$ cat src/rtl/spm_pkg.sv
// Package: command codes, operation type and the code screening function
// shared by the self-programming control register and its checker.
package spm_pkg;

    localparam logic [4:0] CODE_STORE = 5'b00001;
    localparam logic [4:0] CODE_ERASE = 5'b00011;
    localparam logic [4:0] CODE_WRITE = 5'b00101;
    localparam logic [4:0] CODE_LOCK  = 5'b01001;
    localparam logic [4:0] CODE_RWW   = 5'b10001;

    typedef enum logic [2:0] {
        OP_NONE,
        OP_STORE,
        OP_ERASE,
        OP_WRITE,
        OP_LOCK,
        OP_RWW
    } spm_op_e;

    // Returns the operation a five-bit code selects, OP_NONE if invalid.
    function automatic spm_op_e code_to_op(input logic [4:0] code);
        case (code)
            CODE_STORE: return OP_STORE;
            CODE_ERASE: return OP_ERASE;
            CODE_WRITE: return OP_WRITE;
            CODE_LOCK:  return OP_LOCK;
            CODE_RWW:   return OP_RWW;
            default:    return OP_NONE;
        endcase
    endfunction

endpackage

$ cat src/rtl/spm_code_decode.sv
// Module: spm_code_decode
// Classifies a five-bit command code. Purely combinational.
// Assumes: the caller supplies only the low five register bits.
module spm_code_decode
    import spm_pkg::*;
(
    input  logic [4:0] code,
    output logic       valid,
    output spm_op_e    op,
    output logic       long_op
);

    // Map the code to an operation and flag operations that wait on flash.
    always_comb begin
        op      = code_to_op(code);
        valid   = (op != OP_NONE);
        long_op = (op == OP_ERASE) || (op == OP_WRITE);
    end

endmodule

$ cat src/rtl/spm_arm_window.sv
// Module: spm_arm_window
// Counts down the acceptance window that follows a valid register write.
// Assumes: load and cancel are never high in the same cycle.
module spm_arm_window #(
    parameter int WINDOW_CYCLES = 4
) (
    input  logic clk,
    input  logic rst_n,
    input  logic load,
    input  logic cancel,
    output logic armed,
    output logic expire
);

    localparam int CNT_W = $clog2(WINDOW_CYCLES + 1);

    logic [CNT_W-1:0] cnt_q;

    // Reload on a write, drop on acceptance, otherwise count toward zero.
    always_ff @(posedge clk) begin
        if (!rst_n) begin
            cnt_q <= '0;
        end else if (load) begin
            cnt_q <= CNT_W'(WINDOW_CYCLES);
        end else if (cancel) begin
            cnt_q <= '0;
        end else if (cnt_q != '0) begin
            cnt_q <= cnt_q - 1'b1;
        end
    end

    // Armed while the counter is non-zero. Expire flags the final idle cycle.
    always_comb begin
        armed  = (cnt_q != '0);
        expire = (cnt_q == CNT_W'(1)) && !load && !cancel;
    end

endmodule

$ cat src/rtl/spm_op_tracker.sv
// Module: spm_op_tracker
// Tracks an erase or page write until the flash busy line falls. Holds the
// CPU stall for operations in the non-read-while-write section.
// Assumes: start is only raised while no operation is in progress.
module spm_op_tracker (
    input  logic clk,
    input  logic rst_n,
    input  logic start,
    input  logic stall_req,
    input  logic flash_busy,
    output logic op_busy,
    output logic done,
    output logic cpu_stall
);

    logic busy_q;

    // Register the busy line to detect its falling edge.
    always_ff @(posedge clk) begin
        if (!rst_n) busy_q <= 1'b0;
        else        busy_q <= flash_busy;
    end

    // Completion is the busy falling edge during an operation.
    always_comb done = op_busy && busy_q && !flash_busy;

    // Set the operation and stall flags on start, clear them on completion.
    always_ff @(posedge clk) begin
        if (!rst_n) begin
            op_busy   <= 1'b0;
            cpu_stall <= 1'b0;
        end else if (start) begin
            op_busy   <= 1'b1;
            cpu_stall <= stall_req;
        end else if (done) begin
            op_busy   <= 1'b0;
            cpu_stall <= 1'b0;
        end
    end

endmodule

$ cat src/rtl/spm_cmd_ctrl.sv
// Module: spm_cmd_ctrl (top)
// Self-programming command arming register. A valid code write opens a
// window in which one instruction strobe becomes a single registered
// command pulse toward the flash controller.
// Assumes: flash_busy rises after an erase or write pulse and falls once
// when that operation ends. A strobe takes priority over a same-cycle write.
module spm_cmd_ctrl
    import spm_pkg::*;
#(
    parameter int ADDR_W          = 16,
    parameter int DATA_W          = 16,
    parameter int PAGE_BYTES_LOG2 = 8,
    parameter int NRWW_FIRST_PAGE = 224,
    parameter int WINDOW_CYCLES   = 4
) (
    input  logic                              clk,
    input  logic                              rst_n,
    input  logic                              reg_wr_en,
    input  logic [7:0]                        reg_wr_data,
    output logic [7:0]                        reg_rd_data,
    input  logic                              spm_strobe,
    input  logic [ADDR_W-1:0]                 ptr_addr,
    input  logic [DATA_W-1:0]                 data_word,
    input  logic                              flash_busy,
    output logic                              cmd_buf_store,
    output logic                              cmd_page_erase,
    output logic                              cmd_page_write,
    output logic                              cmd_lock_set,
    output logic                              cmd_rww_enable,
    output logic [ADDR_W-1:0]                 cmd_word_addr,
    output logic [ADDR_W-PAGE_BYTES_LOG2-1:0] cmd_page,
    output logic [DATA_W-1:0]                 cmd_data,
    output logic                              cpu_stall
);

    localparam int PAGE_W = ADDR_W - PAGE_BYTES_LOG2;

    logic [4:0]        ctrl_q;
    logic [4:0]        wr_code;
    logic              wr_valid, wr_long, cur_valid, cur_long;
    spm_op_e           wr_op, cur_op;
    logic              armed, expire, op_busy, done;
    logic              accept, wr_ok, start_long, stall_req;
    logic [PAGE_W-1:0] ptr_page;

    // Extract the code field of a write and the page of the pointer.
    always_comb begin
        wr_code  = 5'(reg_wr_data);
        ptr_page = PAGE_W'(ptr_addr >> PAGE_BYTES_LOG2);
    end

    spm_code_decode u_wr_dec (
        .code    (wr_code),
        .valid   (wr_valid),
        .op      (wr_op),
        .long_op (wr_long)
    );

    spm_code_decode u_cur_dec (
        .code    (ctrl_q),
        .valid   (cur_valid),
        .op      (cur_op),
        .long_op (cur_long)
    );

    // Decide strobe acceptance and whether a write may load the register.
    always_comb begin
        accept     = spm_strobe && armed && cur_valid && !op_busy;
        wr_ok      = reg_wr_en && wr_valid && !op_busy && !accept;
        start_long = accept && cur_long;
        stall_req  = (ptr_page >= PAGE_W'(NRWW_FIRST_PAGE));
    end

    spm_arm_window #(
        .WINDOW_CYCLES (WINDOW_CYCLES)
    ) u_window (
        .clk    (clk),
        .rst_n  (rst_n),
        .load   (wr_ok),
        .cancel (accept),
        .armed  (armed),
        .expire (expire)
    );

    spm_op_tracker u_tracker (
        .clk        (clk),
        .rst_n      (rst_n),
        .start      (start_long),
        .stall_req  (stall_req),
        .flash_busy (flash_busy),
        .op_busy    (op_busy),
        .done       (done),
        .cpu_stall  (cpu_stall)
    );

    // Control bits: clear on completion or timeout, load on a valid write.
    always_ff @(posedge clk) begin
        if (!rst_n) begin
            ctrl_q <= '0;
        end else if (done) begin
            ctrl_q <= '0;
        end else if (accept) begin
            ctrl_q <= cur_long ? ctrl_q : 5'b0;
        end else if (wr_ok) begin
            ctrl_q <= wr_code;
        end else if (expire) begin
            ctrl_q <= '0;
        end
    end

    // Command outputs: registered one-cycle pulses with address, page, data.
    always_ff @(posedge clk) begin
        if (!rst_n || !accept) begin
            cmd_buf_store  <= 1'b0;
            cmd_page_erase <= 1'b0;
            cmd_page_write <= 1'b0;
            cmd_lock_set   <= 1'b0;
            cmd_rww_enable <= 1'b0;
            cmd_word_addr  <= '0;
            cmd_page       <= '0;
            cmd_data       <= '0;
        end else begin
            cmd_buf_store  <= (cur_op == OP_STORE);
            cmd_page_erase <= (cur_op == OP_ERASE);
            cmd_page_write <= (cur_op == OP_WRITE);
            cmd_lock_set   <= (cur_op == OP_LOCK);
            cmd_rww_enable <= (cur_op == OP_RWW);
            cmd_word_addr  <= ptr_addr >> 1;
            cmd_page       <= ptr_page;
            cmd_data       <= (cur_op == OP_STORE) ? data_word : '0;
        end
    end

    // Read port: the five control bits, upper bits zero.
    always_comb reg_rd_data = {3'b000, ctrl_q};

endmodule

$ cat config.mk
export PLATFORM = sky130hd
export DESIGN_NAME = spm_cmd_ctrl
export DESIGN_NICKNAME = d
export VERILOG_FILES = /design/src/rtl/spm_pkg.sv /design/src/rtl/spm_code_decode.sv /design/src/rtl/spm_arm_window.sv /design/src/rtl/spm_op_tracker.sv /design/src/rtl/spm_cmd_ctrl.sv
export SDC_FILE = /design/constraint.sdc
export NUM_CORES = 1
export LEC_CHECK = 0
export CAP_MARGIN = 25
export CORE_MARGIN = 3
export CORE_UTILIZATION = 40
export CTS_CLUSTER_DIAMETER = 120
export DETAILED_ROUTE_END_ITERATION = 7
export DONT_BUFFER_PORTS = 1
export PLACE_DENSITY = 0.56
export RECOVER_POWER = 100
export SYNTH_ARGS = -nofsm -noshare
export SYNTH_HDL_FRONTEND = slang
export SYNTH_SLANG_ARGS = --single-unit
$ cat constraint.sdc
create_clock -name clk -period 4.61 [get_ports clk]
set_input_delay 0.922 -clock clk [delete_from_list [all_inputs] [get_ports clk]]
set_output_delay 0.922 -clock clk [all_outputs]
set_load 0.05 [all_outputs]
==> qor.yml, run 1 <==
layout:
  regArea_sq_um: 941
  nets: 206
  multi_input_area_sq_um: 649
  syn_to_final_growth_pct: -0.278
  final_cells: 209
  n_fill_cell: 397
  diodes: 0
  drive_gt1_share_pct: 8.81
power_and_ir_drop:
  power_density_mw_per_mm2: 482
  ir_drop_mv: 0.198
  leakage_nw: 0.742
placed_design:
  gp_congestion: 0.760
  portBuffers: 0
  pre_cts_ws_ns: 2.51
  dp.cells: 201
  dpl.hpwl_mm: 2.59
floorplan:
  dieArea_sq_mm: 0.00534
  chipWidth_microns: 73.0
  row_count: 23
  die_h_microns: 73.0
  core_sq_mm: 0.00417
  initial_core_util_pct: 43.1
  ios: 99
grt:
  grt_overflow: 0
  grt_pass1_vias: 1076
  antenna_found_initial: 0
  grt_pass1_wl_mm: 5.10
  grt_max_degree: 35
  grt.total_usage_pct: 12.5
cts:
  clock_sinks: 47
  htreeDepth: 2
  clkTransAtPathRegs_ns: 0.09
  root_buffer: "clkbuf_8"
  cts_setup_buffers: 0
  cts-buffers-inserted: 5
  clk_latency_ns: 0.29
  cts_tree: "built"
  cts_hold_buf: 0
  cts_resized: 0
  clk_path_buf_depth: 2
sta:
  setup_viol: 0
  rsz0062_at_grt: "no"
  tightest_slew_ns: 1.55
  setup_ws_ns: 1.63
  relSlewSlack_pct: -3.40
  fmax_ghz: 0.336
  period_share_pct: 64.6
  holdWs_ns: 0.528
  finalHoldViolCount: 0
  setup_tns_ns: 0
  clock_skew_ns: 0.00533
  timing.final.crit_period_ns: 2.98
  slew_violations: 35
logic_synthesis:
  syn_area_sq_mm: 0.00180
  ys_ff_latch: 47
  synthCells: 168
  synth_edf_count: 0
  async_reset_ff_share_pct: 0
  syn_avg_cell_area_sq_um: 10.7
  synth.distinct_cells: 39
  synth_flop_cell: "dfxtp_1"
  ys_seq_area_share_pct: 52.3
  yosysWarningCount: 0
critical_path:
  cpPeakStageDelay_ns: 1.21
  path_class: "reg2reg"
  crit_chain: "nand4b_1 > o21bai_1 > nor2_1 > and3_1"
  critPathCaptureType: "flip-flop"
  cp.required_ns: 4.84
  crit_path_max_fanout: 34
  arrival_ns: 3.21
  crit_path_top_delay_cell: "nor2_1"
  crit_path_start_kind: "flip-flop"
outcome:
  status: "finished, violations left"
  violations: "capacitance limit, slew limit"
detailed_routing:
  routedWlPerCell_microns: 16.3
  finalWirelength_mm: 3.41
  vias: 1127
  remaining_drc_errors: 0
  first_iter_violations: 34
  vias_per_cell: 5.39
  firstDrtPassIters: 4
  drtAntennaViolNets: 0
worst_hold_path:
  hold_class: "reg2reg"
run:
  drv_cap: 1
area by class of cell:
cell class	instances	area share, %
sequential	47	52.5
multi-input combinational	99	36.2
clock buffer	6	4.61
tap	50	3.49
clock inverter	2	2.16
inverter	5	1.05
cells in the final DEF (no fill, tap or decap), drive strengths merged, types with 2 or more instances in the layout:
cell type	synthesis	routed
dfxtp	47	47
and3	19	19
and2	18	18
nand2	9	9
nor2	6	6
clkbuf	2	6
inv	5	6
a211oi	5	5
conb	1	4
nand3	3	3
a21oi	3	3
ha	3	3
nand2b	3	3
nor3	3	3
nand3b	2	2
xnor2	2	2
o21ai	2	2
a22oi	2	2
o22ai	2	2
nor4	2	2
routing by layer:
layer  GRT usage [%]  vias up  share of wire, %  routed length [microns]
met4            4.30        0              0.91                       31
met1            12.8      517                36                     1210
li1                -      535                 -                        -
met3            5.51        4                13                      454
met5               0        -                 0                        0
met2            22.4       71                50                     1710
where the power goes:
group	internal, mW	leakage (nW)	switching (mW)
clock	0.178	0.0618	0.133
combinational	0.0450	0.301	0.0587
sequential	0.420	0.380	0.0286
path summary, 6_finish.rpt:
path / start / to / slack [ns] / depth (start not counted)
worst max-delay path: ctrl_q[0]$_SDFFE_PP0P_ / cmd_data[3]$_SDFF_PP0_ / 1.63 / 4
worst min-delay path: u_window.cnt_q[1]$_SDFFE_PP0N_ / u_window.cnt_q[1]$_SDFFE_PP0N_ / 0.53 / 2
worst max register to register: ctrl_q[0]$_SDFFE_PP0P_ / cmd_data[3]$_SDFF_PP0_ / 1.63 / 4
worst min register to register: u_window.cnt_q[1]$_SDFFE_PP0N_ / u_window.cnt_q[1]$_SDFFE_PP0N_ / 0.53 / 2
critical path, delay by kind of cell (launching register included):
family / cells / cell delay [ns]
AOI/OAI and AO/OA: 1 / 0.35
DFF: 1 / 0.76
and+or+nand+nor: 3 / 1.79
cells by family (layout without fill, tap and decap cells):
logic type | count (synthesis) | in the layout | synth area share [%]
AND/OR/NAND/NOR | 70 | 70 | 26.0
flip-flops | 47 | 47 | 52.3
buffers and inverters | 25 | 13 | 8.63
AO/OA/AOI/OAI | 19 | 19 | 9.18
adder cells (fa/ha/maj) | 4 | 4 | 2.64
XOR/XNOR | 2 | 2 | 0.974
other | 1 | 4 | 0.209
through the flow:
step | utilization (%) | instance area [sq um] | power, mW
global route | 43.0 | 1790 | 0.908
floorplan | - | 1810 | 0.555
finish | 43.0 | 1790 | 0.863
CTS | 44.5 | 1860 | 0.884
global placement | 41.6 | 1740 | 0.562
detailed placement | 41.6 | 1740 | 0.569
synthesized netlist by cell type, drive strengths merged (3+ instances only):
library cell	count	area [sq um]
nor3	3	20.0
nand3	3	15.0
and2	18	113
ha	3	37.5
a211oi	5	47.5
inv	5	18.8
nand2	9	33.8
and3	19	119
buf	18	129
a21oi	3	15.0
nor2	6	30.0
nand2b	3	33.8
dfxtp	47	941
state kept, by name, summed over array words and instances (netlist names):
name / cells
cmd_rww_enable: 1
cmd_page_write: 1
ctrl_q: 5
cmd_word_addr: 15
cmd_page_erase: 1
u_tracker.busy_q: 1
cmd_buf_store: 1
cmd_lock_set: 1
cmd_data: 16
u_tracker.op_busy: 1
u_tracker.cpu_stall: 1
u_window.cnt_q: 3
Power figures use the tool's default switching activity.
==> inputs of run 2 (changes only) <==
- PLACE_DENSITY: 0.56 -> 0.58
- clock period: 4.61 -> 2.4 ns (I/O delays scaled with it)
==> qor.yml, run 2 (synthesized netlist as in run 1, its figures left out) <==
outcome:
  status: "completed"
grt:
  antenna_found_initial: 0
  grt_overflow: 0
  grt_pass1_wl_mm: 5.35
  grt_max_degree: 35
  grt_pass1_vias: 1100
  grt.total_usage_pct: 13.1
cts:
  cts-buffers-inserted: 5
  cts_hold_buf: 0
  cts_resized: 0
  htreeDepth: 2
  cts_setup_buffers: 0
  clock_sinks: 47
  cts_tree: "built"
  root_buffer: "clkbuf_8"
  clkTransAtPathRegs_ns: 0.08
  clk_latency_ns: 0.29
  clk_path_buf_depth: 2
placed_design:
  pre_cts_ws_ns: 0.450
  gp_congestion: 0.770
  dp.cells: 213
  portBuffers: 0
  dpl.hpwl_mm: 2.69
floorplan:
  core_sq_mm: 0.00417
  dieArea_sq_mm: 0.00534
  ios: 99
  row_count: 23
  initial_core_util_pct: 43.1
  chipWidth_microns: 73.0
  die_h_microns: 73.0
detailed_routing:
  vias_per_cell: 5.21
  vias: 1147
  firstDrtPassIters: 4
  first_iter_violations: 32
  remaining_drc_errors: 0
  routedWlPerCell_microns: 15.8
  drtAntennaViolNets: 0
  finalWirelength_mm: 3.48
sta:
  rsz0062_at_grt: "no"
  clock_skew_ns: 0.00482
  finalHoldViolCount: 0
  tightest_slew_ns: 1.21
  relSlewSlack_pct: 19.8
  period_share_pct: 84.8
  setup_ws_ns: 0.365
  setup_viol: 0
  slew_violations: 0
  setup_tns_ns: 0
  fmax_ghz: 0.491
  timing.final.crit_period_ns: 2.04
layout:
  layout_commonest_cell: "dfxtp_1"
  diodes: 0
  utilization_pct: 44.2
  drive_gt1_share_pct: 10.0
  final_cell_mix: "47 x dfxtp_1, 19 x and3_1, 17 x and2_1"
  regMostFlops: "cmd_data"
  final_cells: 220
  largest_reg_flops: 16
  syn_to_final_growth_pct: 2.57
  top_regs: "cmd_data: 16 flops, cmd_word_addr: 15 flops, ctrl_q: 5 flops"
  nets: 218
critical_path:
  cp.required_ns: 2.63
  arrival_ns: 2.26
  cpPeakStageDelay_ns: 0.44
  crit_path_top_delay_cell: "nor2_4"
  ff2ff_path_depth: 7
  crit_chain: "inv_1 > ha_1 > nand2b_1 > nand4b_4 > o21bai_4 > nor2_4 > and3_1"
  regToRegSetupSlack_ns: 0.36
  crit_path_start_kind: "flip-flop"
  path_class: "reg2reg"
  crit_path_max_fanout: 34
  reg2reg_from: "u_window.cnt_q[0]$_SDFFE_PP0N_"
  crit_path_start: "u_window.cnt_q[0]$_SDFFE_PP0N_"
  critPathCaptureType: "flip-flop"
power_and_ir_drop:
  leakage_nw: 0.764
  ir_drop_mv: 0.446
  power_density_mw_per_mm2: 810
worst_hold_path:
  hp-start: "ptr_addr[9]"
  hold_class: "in2reg"
  whs_path_depth: 1
run:
  drv_cap: 0
run 2: area by class of cell:
type / instances / area (sq um)
Timing Repair Buffer: 12 / 48.8
Sequential cell: 47 / 941
Inverter: 5 / 18.8
Multi-Input combinational cell: 99 / 691
Clock buffer: 5 / 68.8
Clock inverter: 2 / 13.8
Tap cell: 50 / 62.6
Fill cell: 401 / 2330
run 2: through the flow:
step                hold WS [ns]  power, mW  instance area [sq um]
finish                     0.309       1.49                   1840
global route               0.289       1.58                   1840
CTS                        0.294       1.54                   1910
detailed placement         0.495       1.09                   1830
global placement           0.482       1.08                   1830
floorplan                  0.471       1.07                   1810
run 2: metal layers:
layer	up-vias	routed length, microns	part of all wire [%]	global-route usage, %
met5	-	0	0	0
met4	0	54	1.6	5.74
met3	7	445	13	6.34
met2	66	1700	49	22.5
met1	517	1280	37	13.4
li1	557	-	-	-
run 2: report_power, final:
| part | switching, mW | total [mW] | internal, mW | leakage, nW |
|---|---|---|---|---|
| clock network | 0.238 | 0.437 | 0.199 | 0.0440 |
| registers | 0.0309 | 0.838 | 0.807 | 0.380 |
| logic | 0.139 | 0.219 | 0.0798 | 0.340 |
run 2: worst max-delay path: cells and delay by family, from the launching register on:
family	cells	cell delay (ns)
and+or+nand+nor	4	1.04
DFF	1	0.38
AOI/OAI and AO/OA	1	0.24
adders and majority gates	1	0.22
buffers and inverters	1	0.09
run 2: path summary, 6_finish.rpt:
check,to
worst min register to register,u_window.cnt_q[1]$_SDFFE_PP0N_
worst max register to register,cmd_data[7]$_SDFF_PP0_
worst max-delay path,cmd_data[7]$_SDFF_PP0_
worst min-delay path,cmd_word_addr[8]$_SDFF_PP0_
==> inputs of run 3 (changes only) <==
- ABC_AREA: unset -> 1
- PLACE_DENSITY: 0.58 -> 0.56
- clock period: 2.4 -> 2.1 ns (I/O delays scaled with it)
==> qor.yml, run 3 <==
logic_synthesis:
  syn_area_sq_mm: 0.00189
  ys_ff_latch: 47
  ys_seq_area_share_pct: 49.8
  synth_edf_count: 0
  synthMostInstantiatedCell: "inv_1"
  yosysWarningCount: 0
  async_reset_ff_share_pct: 0
  synth_flop_cell: "dfxtp_1"
  synth_xor_area_share_pct: 0.464
  synthMuxAreaShare_pct: 0
  syn_avg_cell_area_sq_um: 8.11
  synth_top_area_share_pct: 49.8
  synthTopCellsByCount: "50 x inv_1, 47 x dfxtp_1, 42 x nor2_1"
  synth-adder-area-share_pct: 1.99
  synth_top_family_by_area: "simple AND/OR/NAND/NOR gates"
  synth_compound_area_share_pct: 2.38
  synthCells: 233
  yosys.area_share.simple_pct: 28.8
  synth_area_leaders: "dfxtp_1 50%, inv_1 9.9%, nor2_1 8.3%"
  yosysTopAreaCell: "dfxtp_1"
  synth.distinct_cells: 23
layout:
  regMostFlops: "cmd_data"
  top_regs: "cmd_data: 16 flops, cmd_word_addr: 15 flops, ctrl_q: 5 flops"
  regArea_sq_um: 941
  drive_gt1_share_pct: 14.3
  nets: 291
  final_cell_mix: "51 x inv_1, 47 x dfxtp_1, 46 x nor2_1"
  multi_input_area_sq_um: 608
  diodes: 0
  final_cell_area_sq_mm: 0.00197
  utilization_pct: 44.4
  final_cells: 296
  syn_to_final_growth_pct: 4.37
  n_fill_cell: 495
  largest_reg_flops: 16
  layout_commonest_cell: "inv_1"
cts:
  cts_tree: "built"
  root_buffer: "clkbuf_8"
  clkTransAtPathRegs_ns: 0.08
  cts_resized: 0
  cts-buffers-inserted: 5
  clk_path_buf_depth: 2
  cts_hold_buf: 0
  cts_setup_buffers: 0
  clock_sinks: 47
  clk_latency_ns: 0.29
  htreeDepth: 2
detailed_routing:
  firstDrtPassIters: 4
  drtAntennaViolNets: 0
  vias: 1310
  vias_per_cell: 4.43
  remaining_drc_errors: 0
  routedWlPerCell_microns: 10.9
  finalWirelength_mm: 3.21
  first_iter_violations: 31
critical_path:
  crit_chain: "inv_1 > ha_1 > inv_1 > nor2_1 > nor2_2 > nand2_1 > inv_1 > nor2_1 > nand2_1 > a21oi_1"
  crit_top_cell: "inv_1"
  crit_path_start_kind: "flip-flop"
  crit_path_max_fanout: 10
  arrival_ns: 1.98
  ff2ff_path_depth: 10
  r2r-end: "u_tracker.cpu_stall$_SDFFE_PN0P_"
  crit_path_top_delay_cell: "dfxtp_1"
  reg2reg_from: "u_window.cnt_q[0]$_SDFFE_PP0N_"
  cpPeakStageDelay_ns: 0.34
  path_class: "reg2reg"
  regToRegSetupSlack_ns: 0.34
  cp_top_family: "simple AND/OR/NAND/NOR gates"
  critPathCaptureType: "flip-flop"
  crit_buf_inv: 3
  cp.required_ns: 2.33
grt:
  met2_usage_pct: 18.2
  grt_overflow: 0
  busiest_layer: "met2"
  met3_usage_pct: 6.28
  grt_max_degree: 18
  grt_use_met1_pct: 13.0
  grt_pass1_vias: 1117
  grt.total_usage_pct: 11.6
  grt_pass1_wl_mm: 4.91
  antenna_found_initial: 0
floorplan:
  ios: 99
  row_count: 24
  chipWidth_microns: 74.7
  dieArea_sq_mm: 0.00558
  core_sq_mm: 0.00444
  die_h_microns: 74.7
  initial_core_util_pct: 42.5
sta:
  timing.final.crit_period_ns: 1.76
  finalHoldViolCount: 0
  clock_skew_ns: 0.00305
  setup_viol: 0
  holdWs_ns: 0.219
  relSlewSlack_pct: 56.6
  setup_tns_ns: 0
  tightest_slew_ns: 0.650
  period_share_pct: 83.7
  slew_violations: 0
  rsz0062_at_grt: "no"
  fmax_ghz: 0.569
  setup_ws_ns: 0.343
placed_design:
  dp.cells: 288
  portBuffers: 0
  pre_cts_ws_ns: 0.366
  gp_congestion: 0.689
  post_dp_cell_area_sq_mm: 0.00196
  dpl.hpwl_mm: 2.51
worst_hold_path:
  hold_end: "u_tracker.busy_q$_SDFF_PN0_"
  hp-start: "rst_n"
  whs_path_depth: 2
  hold_class: "in2reg"
power_and_ir_drop:
  leakage_nw: 1.03
  ir_drop_mv: 0.700
  total_power_mw: 2.30
  power_density_mw_per_mm2: 1170
run:
  drv_cap: 0
outcome:
  status: "completed"
==> run 3: cell count changes in the layout (fill, tap and decap cells not counted), sizes merged, moves of 3 or more <==
cell and delta:
a211oi -5, a21oi +5, and2 -18, and3 -19, inv +50, nand2 +18, nand2b -3, nand3 +14
nor2 +49
==> run 3: worst max path at each step <==
stage | start | endpoint | slack [ns] | cells after the start
6_report | u_window.cnt_q[0]$_SDFFE_PP0N_ | u_tracker.cpu_stall$_SDFFE_PN0P_ | 0.34 | 10
4_1_cts | u_window.cnt_q[0]$_SDFFE_PP0N_ | cmd_data[5]$_SDFF_PP0_ | 0.35 | 9
5_1_grt | u_window.cnt_q[1]$_SDFFE_PP0N_ | ctrl_q[3]$_SDFFE_PP0P_ | 0.16 | 11
2_1_floorplan | ctrl_q[0]$_SDFFE_PP0P_ | cmd_data[10]$_SDFF_PP0_ | 0.41 | 9
3_5_place_dp | u_window.cnt_q[0]$_SDFFE_PP0N_ | cmd_data[5]$_SDFF_PP0_ | 0.37 | 9
3_3_place_gp | u_window.cnt_q[0]$_SDFFE_PP0N_ | cmd_data[5]$_SDFF_PP0_ | 0.39 | 9
==> run 3: where the power goes <==
group	total, mW	internal (mW)	switching (mW)	leakage, nW
registers	1.07	0.973	0.0989	0.380
logic	0.695	0.193	0.502	0.597
clock network	0.533	0.234	0.298	0.0483
total	2.30	1.40	0.899	1.03
==> run 3: layout make-up <==
cell class	count	area share [%]
Clock buffer	5	3.49
Clock inverter	3	0.952
Inverter	54	10.3
Multi-Input combinational cell	121	30.8
Sequential cell	47	47.7
Tap cell	52	3.30
Timing Repair Buffer	14	3.43
==> run 3: cells by family after synthesis <==
logic type / count (synthesis)
xor gates and xnor gates: 1
DFF: 47
AOI/OAI and AO/OA: 9
buffers and inverters: 68
other: 1
adders and majority gates: 3
and+or+nand+nor: 104
==> run 3: metal layers <==
metal	part of all wire [%]	vias up
li1	-	678
met1	43	569
met2	45	59
met3	10	4
met4	1.7	0
met5	0	-
